`src/rtl/pic_pkg.sv`:
```
package pic_pkg;
  typedef enum logic [1:0] {
    BLK_PAST = 2'd0,
    BLK_CUR  = 2'd1,
    BLK_NEXT = 2'd2,
    BLK_NONE = 2'd3
  } blk_e;
  localparam int NBLK = 3;
endpackage

```
`src/rtl/pic_coef_bank.sv`:
```
module pic_coef_bank
  import pic_pkg::*;
#(
  parameter int K  = 4,
  parameter int W  = 12,
  localparam int IW = $clog2(K)
) (
  input  logic                   clk,
  input  logic                   rst_n,
  input  logic                   lock,
  input  logic                   wr_en,
  input  logic [1:0]             wr_blk,
  input  logic [IW-1:0]          wr_row,
  input  logic [IW-1:0]          wr_col,
  input  logic [W-1:0]           wr_data,
  output logic [NBLK*K*K*W-1:0]  coef_flat
);
  logic wr_ok;
  assign wr_ok = wr_en & ~lock;

  for (genvar b = 0; b < NBLK; b++) begin : g_blk
    for (genvar r = 0; r < K; r++) begin : g_row
      for (genvar c = 0; c < K; c++) begin : g_col
        logic         hit;
        logic [W-1:0] q;
        assign hit = wr_ok && (wr_blk == 2'(b)) && (wr_row == IW'(r)) && (wr_col == IW'(c));
        always_ff @(posedge clk or negedge rst_n) begin
          if (!rst_n)   q <= '0;
          else if (hit) q <= wr_data;
        end
        assign coef_flat[((b*K + r)*K + c)*W +: W] = q;
      end
    end
  end

  // the store stays frozen for any cycle it is locked
  a_r8_locked_hold: assert property (@(posedge clk) disable iff (!rst_n)
    lock |=> $stable(coef_flat));
endmodule

```
`src/rtl/pic_row_eval.sv`:
```
module pic_row_eval
  import pic_pkg::*;
#(
  parameter int K  = 4,
  parameter int W  = 12,
  parameter int AW = 16,
  localparam int IW = $clog2(K)
) (
  input  logic [NBLK*K*K*W-1:0] coef_flat,
  input  logic [IW-1:0]         row,
  input  logic [K*W-1:0]        y_flat,
  input  logic [K-1:0]          d_past,
  input  logic                  past_ok,
  input  logic [K-1:0]          d_cur,
  input  logic [K-1:0]          d_next,
  output logic                  neg
);
  logic signed [AW-1:0] z;
  logic signed [W-1:0]  yv, c;

  always_comb begin
    yv = y_flat[int'(row)*W +: W];
    z  = AW'(yv);
    for (int j = 0; j < K; j++) begin
      if (past_ok) begin
        c = coef_flat[((0*K + int'(row))*K + j)*W +: W];
        z = d_past[j] ? z + AW'(c) : z - AW'(c);
      end
      if (j != int'(row)) begin
        c = coef_flat[((1*K + int'(row))*K + j)*W +: W];
        z = d_cur[j] ? z + AW'(c) : z - AW'(c);
      end
      c = coef_flat[((2*K + int'(row))*K + j)*W +: W];
      z = d_next[j] ? z + AW'(c) : z - AW'(c);
    end
    neg = z[AW-1];
  end
endmodule

```
`src/rtl/pic_stage.sv`:
```
module pic_stage
  import pic_pkg::*;
#(
  parameter int K  = 4,
  parameter int W  = 12,
  localparam int IW = $clog2(K),
  localparam int AW = W + $clog2(3*K + 1),
  localparam int CW = $clog2(K + 2) + 1
) (
  input  logic            clk,
  input  logic            rst_n,
  input  logic            in_valid,
  input  logic [K*W-1:0]  in_soft,
  input  logic [K-1:0]    in_dec,
  input  logic            cw_en,
  input  logic [1:0]      cw_blk,
  input  logic [IW-1:0]   cw_row,
  input  logic [IW-1:0]   cw_col,
  input  logic [W-1:0]    cw_data,
  output logic            out_valid,
  output logic [K-1:0]    out_dec
);
  // reset: asserted asynchronously, released after two clean edges
  logic rs0, rst_q;
  always_ff @(posedge clk or negedge rst_n) begin
    if (!rst_n) begin rs0 <= 1'b0; rst_q <= 1'b0; end
    else        begin rs0 <= 1'b1; rst_q <= rs0;  end
  end

  // stream history and job snapshot
  logic [K*W-1:0] h_y, j_y;
  logic [K-1:0]   h_d, h_dp, j_dm, j_d0, j_dn;
  logic           h_have, h_pok, j_mok;

  always_ff @(posedge clk or negedge rst_q) begin
    if (!rst_q) begin
      h_y <= '0; h_d <= '0; h_dp <= '0; h_have <= 1'b0; h_pok <= 1'b0;
      j_y <= '0; j_dm <= '0; j_d0 <= '0; j_dn <= '0; j_mok <= 1'b0;
    end else if (in_valid) begin
      j_y <= h_y; j_dm <= h_dp; j_mok <= h_pok; j_d0 <= h_d; j_dn <= in_dec;
      h_dp <= h_d; h_pok <= h_have; h_d <= in_dec; h_y <= in_soft; h_have <= 1'b1;
    end
  end

  // coefficients
  logic [NBLK*K*K*W-1:0] coef_flat;
  logic                  busy;

  pic_coef_bank #(.K(K), .W(W)) u_bank (
    .clk(clk), .rst_n(rst_q), .lock(busy | in_valid),
    .wr_en(cw_en), .wr_blk(cw_blk), .wr_row(cw_row), .wr_col(cw_col),
    .wr_data(cw_data), .coef_flat(coef_flat)
  );

  // one user per cycle
  logic [CW-1:0] cnt, cnt_n;
  logic [K-1:0]  res, res_n, od_n;
  logic          busy_n, ov_n, neg, start;

  pic_row_eval #(.K(K), .W(W), .AW(AW)) u_eval (
    .coef_flat(coef_flat), .row(cnt[IW-1:0]), .y_flat(j_y),
    .d_past(j_dm), .past_ok(j_mok), .d_cur(j_d0), .d_next(j_dn), .neg(neg)
  );

  assign start = in_valid & h_have;

  always_comb begin
    busy_n = busy; cnt_n = cnt; res_n = res; ov_n = 1'b0; od_n = out_dec;
    if (start) begin
      busy_n = 1'b1;
      cnt_n  = '0;
    end else if (busy) begin
      cnt_n = cnt + CW'(1);
      if (cnt < CW'(K)) res_n[cnt[IW-1:0]] = neg;
      if (cnt == CW'(K + 1)) begin
        busy_n = 1'b0;
        ov_n   = 1'b1;
        od_n   = res;
      end
    end
  end

  always_ff @(posedge clk or negedge rst_q) begin
    if (!rst_q) begin
      busy <= 1'b0; cnt <= '0; res <= '0; out_valid <= 1'b0; out_dec <= '0;
    end else begin
      busy <= busy_n; cnt <= cnt_n; res <= res_n; out_valid <= ov_n; out_dec <= od_n;
    end
  end

  // input spacing the block relies on
  a_r6_spacing: assert property (@(posedge clk) disable iff (!rst_q)
    in_valid |-> !busy);
  // the first vector only fills history
  a_r7_first_silent: assert property (@(posedge clk) disable iff (!rst_q)
    (in_valid && !h_have) |=> !busy);
  // single-cycle result pulse
  a_r6_pulse: assert property (@(posedge clk) disable iff (!rst_q)
    out_valid |=> !out_valid);
  // every result closes a running job
  a_r6_from_job: assert property (@(posedge clk) disable iff (!rst_q)
    out_valid |-> $past(busy));
endmodule

```
`config.mk`:
```
export PLATFORM = sky130hd
export DESIGN_NAME = pic_stage
export DESIGN_NICKNAME = d
export VERILOG_FILES = /design/src/rtl/pic_pkg.sv /design/src/rtl/pic_coef_bank.sv /design/src/rtl/pic_row_eval.sv /design/src/rtl/pic_stage.sv
export SDC_FILE = /design/constraint.sdc
export NUM_CORES = 2
export LEC_CHECK = 0
export ABC_AREA = 0
export BUFFER_PORTS_ARGS = -buffer_cell sky130_fd_sc_hd__buf_2
export CAP_MARGIN = 20
export CORE_MARGIN = 5
export CORE_UTILIZATION = 37
export CTS_CLUSTER_SIZE = 14
export DETAILED_ROUTE_END_ITERATION = 8
export SYNTH_ARGS = -nofsm -noshare
export SYNTH_HDL_FRONTEND = slang
export SYNTH_HIERARCHICAL = 1
export SYNTH_SLANG_ARGS = --single-unit
```
`constraint.sdc`:
```
create_clock -name clk -period 22.5 [get_ports clk]
set_clock_uncertainty 0.05 [all_clocks]
set_input_delay 4.5 -clock clk [delete_from_list [all_inputs] [get_ports clk]]
set_output_delay 4.5 -clock clk [all_outputs]
set_load 0.01 [all_outputs]
```
==> results.md <==
- DR DRC count: 0
- Setup CP Type: register to register
- Total gr overflow: 0
- Via count: 37170
- Max Buffers Root-to-Sink: 3
- Die Width: 379.3 µm
- CTS Sinks: 703
- Share of layout cells above drive strength 1: 0.3393
- Register-to-Register Path Depth: 70
- Largest net degree at the start of global routing: 167
- Syn_nets: 4498
- Final setup vio count: 0
- DRT Pass-1 Iters: 6
- Total setup buffers inserted after CTS: 0
- Lkg Pwr: 24.86 nW
- Post-synth EDFFs: 0
- H-tree depth: 3
- WL met3: 18550 µm
- Max-slew violations: 0
- Synth warn: 6
- Max Cap Violations: 0
- Synth unique cells: 104
- Startpoint class of the critical path: register
- Crit path top cell by count: ha_1
- Synth async-reset ratio: 1.000
- Routed length per instance: 28.99 µm
- Outcome: finished clean
- Die Footprint: 0.1438 mm²
- Vert. Die Dim: 379.3 µm
- FF-to-FF Start: cnt[1]$_DFFE_PN0P_
- Post-Synthesis Cells: 4215
- Total Neg Setup Slack: 0 ps
- DR top layer: met4
- CP max stage cell: a2111oi_0
- # rows: 135
- Crit path capture type: register
- Fillcell total: 12860
- Least-Margin Pin Slew: 1320 ps
- Initial antenna violation count: 8
- HP Class: register to asynchronous set/reset pin
- Starting density of the core: 0.3724
- Synthesis-to-finish area growth: 8.700%
- Clock Latency Late Sink: 700 ps
- VDD IR max: 0.2135 mV
- Final ANT Viol Nets: 0
- TritonCTS Buffers: 80
- Commonest non-fill, non-tap cell in the layout: mux2_2
- RSZ-0062 raised after global routing: false
- Net count, final: 4440
- CP max stage delay: 670 ps
- Wire length on met1: 69070 µm
- Core area: 0.1355 mm²
- Reg-to-reg critical path endpoint: res[1]$_DFFE_PN0P_
- Number of synthesized register bits: 703
- GPL Wtd Cong: 0.9399
- Max Fanout on Critical Path: 31
- Post-synthesis sequential area ratio: 0.3487
- Tcrit/Tclk final: 0.7969
- Cell Pwr Density: 163.2 mW/mm²
- CTS tree: built
- Top cells by area, synth: dfrtp_1, mux2_2, mux4_2
- CTS resizes: 0
- Dpl hpwl: 123400 µm
- Final Critical Period: 17930 ps
- Most frequent cells in the layout: mux2_2, dfrtp_1, mux4_2
- CP arrival: 18420 ps
- Mapped cell area: 0.05045 mm²
- Non-filler instance count after layout: 6003
- Max-slew headroom: 0.1167
- Reg clk slew, reported paths: 60 ps
- Yosys top cell area share: 0.3487
- Met2 routed WL: 75500 µm
- Placed insts: 5852
- Final hold vios: 0
- Vias per cell: 6.191
- Maximum clock frequency: 55.77 MHz
- Hold_buf cts: 0
- Iter 0 DRT Violations: 3871
- Root Buffer: clkbuf_16
- First-pass GRT wire length: 254400 µm
- Flop-to-flop setup slack: 4570 ps
- WL final: 174000 µm
- Final Util: 0.4048
- Critical Path RT: 22990 ps
- Vias in the first global route: 36070
- Cell taking the most area after synthesis: dfrtp_1
- Crit path to: res[1]$_DFFE_PN0P_
- IO Count: 79
- Total global routing track utilization: 0.2400
- Ys flop type: dfrtp_1
- Syn Area/Cell: 11.97 µm²
- CP startpoint: cnt[1]$_DFFE_PN0P_
- Port Buffers: 78
## state kept, by name (all words and copies together), names as in the netlist, 4 cells and up
signal / count
cnt: 4
h_y: 48
j_d0: 4
j_dm: 4
j_dn: 4
j_y: 48
out_dec: 4
res: 4
u_bank/g_blk.g_row.g_col.q: 576
## power breakdown
part           total, W  internal, W  switching [W]
Sequential      0.00134      0.00131      0.0000400
Clock           0.00139     0.000818       0.000572
Combinational   0.00622      0.00279        0.00343
Total           0.00895      0.00491        0.00404
## Yosys cell counts, drive strengths merged, types with 11 or more instances
cell type	count
ha	198
a21o	43
fa	11
buf	182
nor2b	30
mux4	345
clkbuf	109
o21a	12
a22oi	19
o21ai	150
o31ai	11
o21bai	35
a31oi	40
nor3	57
xnor2	137
and3	14
nand2b	24
mux2	768
o22ai	46
and2	15
mux2i	142
a21oi	181
or3	11
xor2	126
dfrtp	703
a211oi	18
nand2	244
nand4	12
nand3	48
inv	120
nor4	14
nor2	200
## how the worst min path moves through the flow
stage	startpoint	endpoint	slack, ps	depth (start not counted)
after floorplan	rs0$_DFF_PN0_	rst_q$_DFF_PN0_	280	0
after global placement	rst_q$_DFF_PN0_	h_y[22]$_DFFE_PN0P_	190	0
after detailed placement	rst_q$_DFF_PN0_	h_y[22]$_DFFE_PN0P_	190	0
after CTS	rst_q$_DFF_PN0_	h_y[22]$_DFFE_PN0P_	200	0
after global routing	rst_q$_DFF_PN0_	h_y[22]$_DFFE_PN0P_	220	0
final	rst_q$_DFF_PN0_	h_y[22]$_DFFE_PN0P_	180	0
## logic make-up (layout without fill, tap and decap cells)
logic type                 Yosys count  after routing  share of synthesized area
AOI/OAI and AO/OA                  640            640                    0.07986
xor gates and xnor gates           267            267                    0.04759
adders and majority gates          209            209                    0.05347
buffers and inverters              411            414                    0.04360
DFF                                703            703                     0.3487
muxes                             1255           1255                     0.3553
other                                1              5                 0.00007433
and+or+nand+nor                    729            729                    0.07140
## per-stage QoR
stage | instance area, µm² | power, W | worst slack (ps) | hold WS (ps)
global placement | 52000 | 0.007466 | 4942 | 194.6
CTS | 54770 | 0.008994 | 4472 | 195.3
finish | 54840 | 0.008950 | 4569 | 182.5
global route | 54830 | 0.009800 | 3298 | 222.0
detailed placement | 52050 | 0.007565 | 4525 | 191.5
floorplan | 50450 | 0.006305 | 1404 | 281.2
## final cells by class
class / instances / area, µm² / share of cell area
multi-input combinational: 3101 / 30750 / 0.5607
sequential: 703 / 17600 / 0.3210
clock buffer: 113 / 2298 / 0.04191
tap: 1781 / 2228 / 0.04063
timing repair buffer: 151 / 1072 / 0.01955
inverter: 120 / 450.4 / 0.008214
clock inverter: 30 / 425.4 / 0.007757
antenna: 4 / 10.01 / 0.0001825
## worst max-delay path, delay by kind of cell, from the launching register on
kind | cells | cell delay (ps)
AOI/OAI and AO/OA | 24 | 5140
xor gates and xnor gates | 14 | 2900
DFF | 1 | 620
muxes | 6 | 2090
and+or+nand+nor | 10 | 1740
buffers and inverters | 3 | 1160
adders and majority gates | 13 | 4050
## metal layers
layer  global-route usage  vias up
li1                     -    15750
met5                    0        -
met1               0.3143    19150
met2               0.3556     1814
met3              0.07490      446
met4               0.1292        0
(Power assumes the default switching activity.)
